<file path="src/rtl/pha_channel_ctrl.sv">
module pha_channel_ctrl #(
  parameter int STEP_CYC = 50,
  parameter int SEL_W    = 5,
  parameter int CONV_CYC = 6,
  parameter int DONE_LAT = 20
) (
  input  logic             clk,
  input  logic             rst_n,
  input  logic             chan_en,
  input  logic             thr_in,
  input  logic             peak_stb,
  input  logic [SEL_W-1:0] view_sel,
  input  logic             gate_in,
  input  logic             fe_clr,
  output logic             busy,
  output logic             hold_en,
  output logic             conv_pulse,
  output logic             view_win,
  output logic             coinc_valid,
  output logic             conv_done
);
  localparam int VIEW_MAX = STEP_CYC * ((1 << SEL_W) - 1);
  localparam int VW       = $clog2(VIEW_MAX + 1);
  localparam int CONV_TOT = CONV_CYC + DONE_LAT;
  localparam int CW       = $clog2(CONV_TOT + 1);

  logic          thr_q, busy_q, view_q, coinc_q, conv_used, done_q;
  logic [VW-1:0] view_cnt;
  logic [CW-1:0] conv_cnt;
  logic [VW-1:0] view_len;
  logic          kill, arm, fire, view_last;

  assign kill      = fe_clr || !chan_en;
  assign arm       = !kill && !busy_q && thr_in && !thr_q;
  assign fire      = busy_q && !kill && peak_stb && !conv_used;
  assign view_len  = VW'(view_sel) * VW'(STEP_CYC);
  assign view_last = view_q && (view_cnt == VW'(1));

  always_ff @(posedge clk) begin
    if (!rst_n) thr_q <= 1'b1;
    else        thr_q <= thr_in;
  end

  always_ff @(posedge clk) begin
    if (!rst_n || kill) busy_q <= 1'b0;
    else if (arm)       busy_q <= 1'b1;
  end

  always_ff @(posedge clk) begin
    if (!rst_n || kill) begin
      view_q   <= 1'b0;
      view_cnt <= '0;
    end else if (arm) begin
      view_q   <= (view_len != '0);
      view_cnt <= view_len;
    end else if (view_q) begin
      view_cnt <= view_cnt - VW'(1);
      if (view_last) view_q <= 1'b0;
    end
  end

  always_ff @(posedge clk) begin
    if (!rst_n || kill)                coinc_q <= 1'b0;
    else if (arm && view_len == '0)    coinc_q <= gate_in;
    else if (view_last)                coinc_q <= gate_in;
  end

  always_ff @(posedge clk) begin
    if (!rst_n || kill) begin
      conv_cnt  <= '0;
      conv_used <= 1'b0;
      done_q    <= 1'b0;
    end else if (fire) begin
      conv_cnt  <= CW'(CONV_TOT);
      conv_used <= 1'b1;
    end else if (conv_cnt != '0) begin
      conv_cnt <= conv_cnt - CW'(1);
      if (conv_cnt == CW'(1)) done_q <= 1'b1;
    end
  end

  assign busy        = busy_q;
  assign hold_en     = busy_q;
  assign view_win    = view_q;
  assign coinc_valid = coinc_q;
  assign conv_done   = done_q;
  assign conv_pulse  = conv_cnt > CW'(DONE_LAT);
endmodule

</file>
<file path="config.mk">
export PLATFORM = sky130hd
export DESIGN_NAME = pha_channel_ctrl
export DESIGN_NICKNAME = d
export VERILOG_FILES = /design/src/rtl/pha_channel_ctrl.sv
export SDC_FILE = /design/constraint.sdc
export NUM_CORES = 1
export LEC_CHECK = 0
export BUFFER_PORTS_ARGS = -buffer_cell sky130_fd_sc_hd__buf_2
export CAP_MARGIN = 0
export CORE_ASPECT_RATIO = 0.5
export CORE_MARGIN = 8
export CORE_UTILIZATION = 45
export DETAILED_ROUTE_END_ITERATION = 12
export HOLD_SLACK_MARGIN = 0.12
export PLACE_DENSITY = 0.75
export SLEW_MARGIN = 40
export SYNTH_ARGS = -nofsm -noshare
export SYNTH_HDL_FRONTEND = slang
export SYNTH_SLANG_ARGS = --single-unit
</file>
<file path="constraint.sdc">
create_clock -name clk -period 6.85 [get_ports clk]
set_clock_uncertainty 0.05 [all_clocks]
set_input_delay 2.055 -clock clk [delete_from_list [all_inputs] [get_ports clk]]
set_output_delay 2.055 -clock clk [all_outputs]
set_load 0.01 [all_outputs]
</file>
==> out/results.ini <==
[run_status]
outcome = finished, final reports clean

[clock_network]
cts_buffers = 3
cts_root_buffer = clkbuf_8
clkLatencyLatePin_ns = 0.26
path_clk_slew_ns = 0.08
cts_sinks = 22
cts_tree = yes
holdBufCountCts = 0
cts.path.max_buffers = 2
post_cts_buffers = 0
h-tree-depth = 1
ctsResizeCount = 0

[setup_path]
rrSetupSlack_ns = 4.99
cpPeakStageDelay_ns = 0.35
path_delay_family = adder cells
cp-start-kind = primary input
critPathBufInv = 3
endpoint_kind = register
cp.required_ns = 6.99
crit_fanout = 5
cp_cell_sequence = buf_2 > inv_1 > ha_1 > inv_1 > ha_1 > ha_1 > ha_1 > and4b_1 > a211oi_1 > nor3_1 > a32oi_1 > mux2i_1
cp.arrival_ns = 4.58
critPathMostFrequentCell = ha_1
slowest_stage = ha_1
worstSetupPathType = primary input to register

[logic_synthesis]
ys_types = 41
yosysWarnings = 0
syn_avg_cell_area_um2 = 8.72
yosysTopAreaCellShare = 0.287
synth-seq-cells = 22
synthMuxAreaShare = 0.00653
synth-compound-area-share = 0.130
synth_edf_count = 0
synth_area_leaders = dfxtp_1 29%, ha_1 19%, xnor2_1 5.1%
synth.net_count = 212
synth_top_family_by_area = simple AND/OR/NAND/NOR gates
yosysMostFrequentCell = ha_1
synth-simple-area-share = 0.237
synthXorXnorAreaFrac = 0.0856
yosysSeqAreaShare = 0.287
dominantRegCellSynth = dfxtp_1
synth_top_cell_by_area = dfxtp_1
syn_area_um2 = 1530
async_reset_ff_frac = 0
netlist_instances = 176
synth_commonest_cells = 23 x ha_1, 22 x dfxtp_1, 17 x nor2_1
synth_fa_ha_area_frac = 0.201

[placed_design]
gp_congestion = 0.794
numPortBuffers = 17
hpwl_um = 2370
placed_area_um2 = 1640

[drt]
routed_wl_um = 2980
post-route-drc-count = 0
route.vias.total = 1246
drtIter0Drc = 46
via_per_inst = 5.32
drt-wirelength-per-cell_um = 12.7
firstDrtPassIters = 4
ant_nets = 0

[sta]
fmax_mhz = 225
worstMarginPinSlew_ns = 0.619
tns_ns = 0
setup_viol = 0
maxSlewViolCount = 0
hold_viol_final = 0
fin_crit_ns = 4.44
relSlewSlack = 0.585
min_period_over_period = 0.648
rsz0062_at_grt = no

[power]
ir_drop_mv = 0.0593
p_leak_nw = 0.733
cellPowerDensity_nw_per_um2 = 158

[cells_and_area]
n_antenna_cell = 0
finish.utilization = 0.508
drive_above_1_share = 0.151
num-nets-final = 229
finish.instance_area_um2 = 1700
syn2layout_area_growth_pct = 10.6

[grt]
grtUsageTotal = 0.108
antenna_found_initial = 0
grt_overflow = 0
grt_pass1_vias = 1217
grt_start_max_net_pins = 19
grt_pass1_wl_um = 5260

[floorplan]
num_rows = 15
start_util = 0.459
die-area_um2 = 5650
die_w_um = 98.6
die-height_um = 57.3
fp.coreArea_um2 = 3340
io-pin-count = 18

[hold_path]
hold_class = register to register

[job]
maxCapViolCount = 0

## cell usage in the layout, fill, tap and decap left out
master / Yosys / final
inv_1: 14 / 14
and2_1: 2 / 2
a21oi_1: 12 / 12
o2bb2ai_1: 1 / 1
nor4_1: 1 / 1
nand2_1: 11 / 11
ha_1: 23 / 23
or2_2: 1 / 1
a211oi_2: 1 / 1
nor4_2: 1 / 1
dfxtp_1: 22 / 22
or3b_1: 1 / 1
fa_1: 1 / 1
buf_2: 0 / 17
nand3_1: 2 / 2
a41oi_1: 1 / 1
nor4_4: 1 / 1
and4b_1: 1 / 1
nand4_1: 1 / 1
or3_1: 5 / 5
nor3_2: 1 / 1
clkbuf_8: 0 / 4
or4_4: 1 / 1
nand2b_1: 6 / 6
o211ai_1: 1 / 1
a21boi_0: 1 / 1
nor2_2: 1 / 1
nor2_1: 17 / 17
a211oi_1: 9 / 9
nor3_1: 9 / 9
a21o_1: 1 / 1
o21ai_0: 2 / 2
xnor2_1: 9 / 9
nor2b_1: 1 / 1
a32oi_1: 1 / 1
mux2i_1: 1 / 1
xor2_1: 6 / 6
or2_4: 1 / 1
nand3b_1: 1 / 1
## routing by layer
metal | vias up | wire length (um) | part of all wire | track usage
met3 | 0 | 115 | 0.039 | 0.0230
met2 | 23 | 1460 | 0.49 | 0.198
met5 | - | 0 | 0 | 0
met4 | 0 | 0 | 0 | 0.0238
met1 | 583 | 1400 | 0.47 | 0.128
li1 | 640 | - | - | -
## state kept, by name (all words and copies together), names as in the netlist
name and cells:
conv_cnt 5, thr_q 1, conv_used 1, view_win 1, conv_done 1, view_cnt 11
coinc_valid 1, busy 1
## worst paths after layout
kind                            depth (start not counted)   startpoint          end
worst min register to register                          2    conv_used    conv_used
worst max register to register                          5  view_cnt[5]     view_win
worst min-delay path                                    2    conv_used    conv_used
worst max-delay path                                   12  view_sel[3]  coinc_valid
## cell families after synthesis
kind of cell             count (synthesis)
flip-flops                              22
adder cells (fa/ha/maj)                 24
AND/OR/NAND/NOR                         65
XOR/XNOR                                15
AO/OA/AOI/OAI                           30
multiplexers                             1
buffers and inverters                   19
## worst register-to-register path, cell delays in order (launching register included)
cell	delay [ns]
dfxtp_1	0.36
or4_4	0.56
nor4_1	0.45
nand2b_1	0.18
a21o_1	0.11
a21oi_1	0.03
## cell type report
cell class / count / area, um2
inverters: 14 / 52.6
well taps: 42 / 52.6
fillers: 329 / 1640
repair buffers: 17 / 85.1
clock buffers: 4 / 55.1
flip-flops and latches: 22 / 440
multi-input cells: 135 / 1010
## where the power goes
part           internal [mW]  leakage (nW)  switching, mW
Combinational         0.0206         0.526         0.0273
Clock                 0.0512        0.0288         0.0405
Sequential             0.128         0.177       0.000525
Total                  0.200         0.733         0.0683
## through the flow
step	setup WS, ns	total power, mW	instances	hold slack, ns
CTS	2.40	0.270	234	0.425
global placement	2.32	0.178	230	0.397
global route	2.28	0.282	234	0.448
detailed placement	2.13	0.180	230	0.407
finish	2.41	0.269	234	0.422
floorplan	2.54	0.167	176	0.380
(Power assumes the default switching activity.)
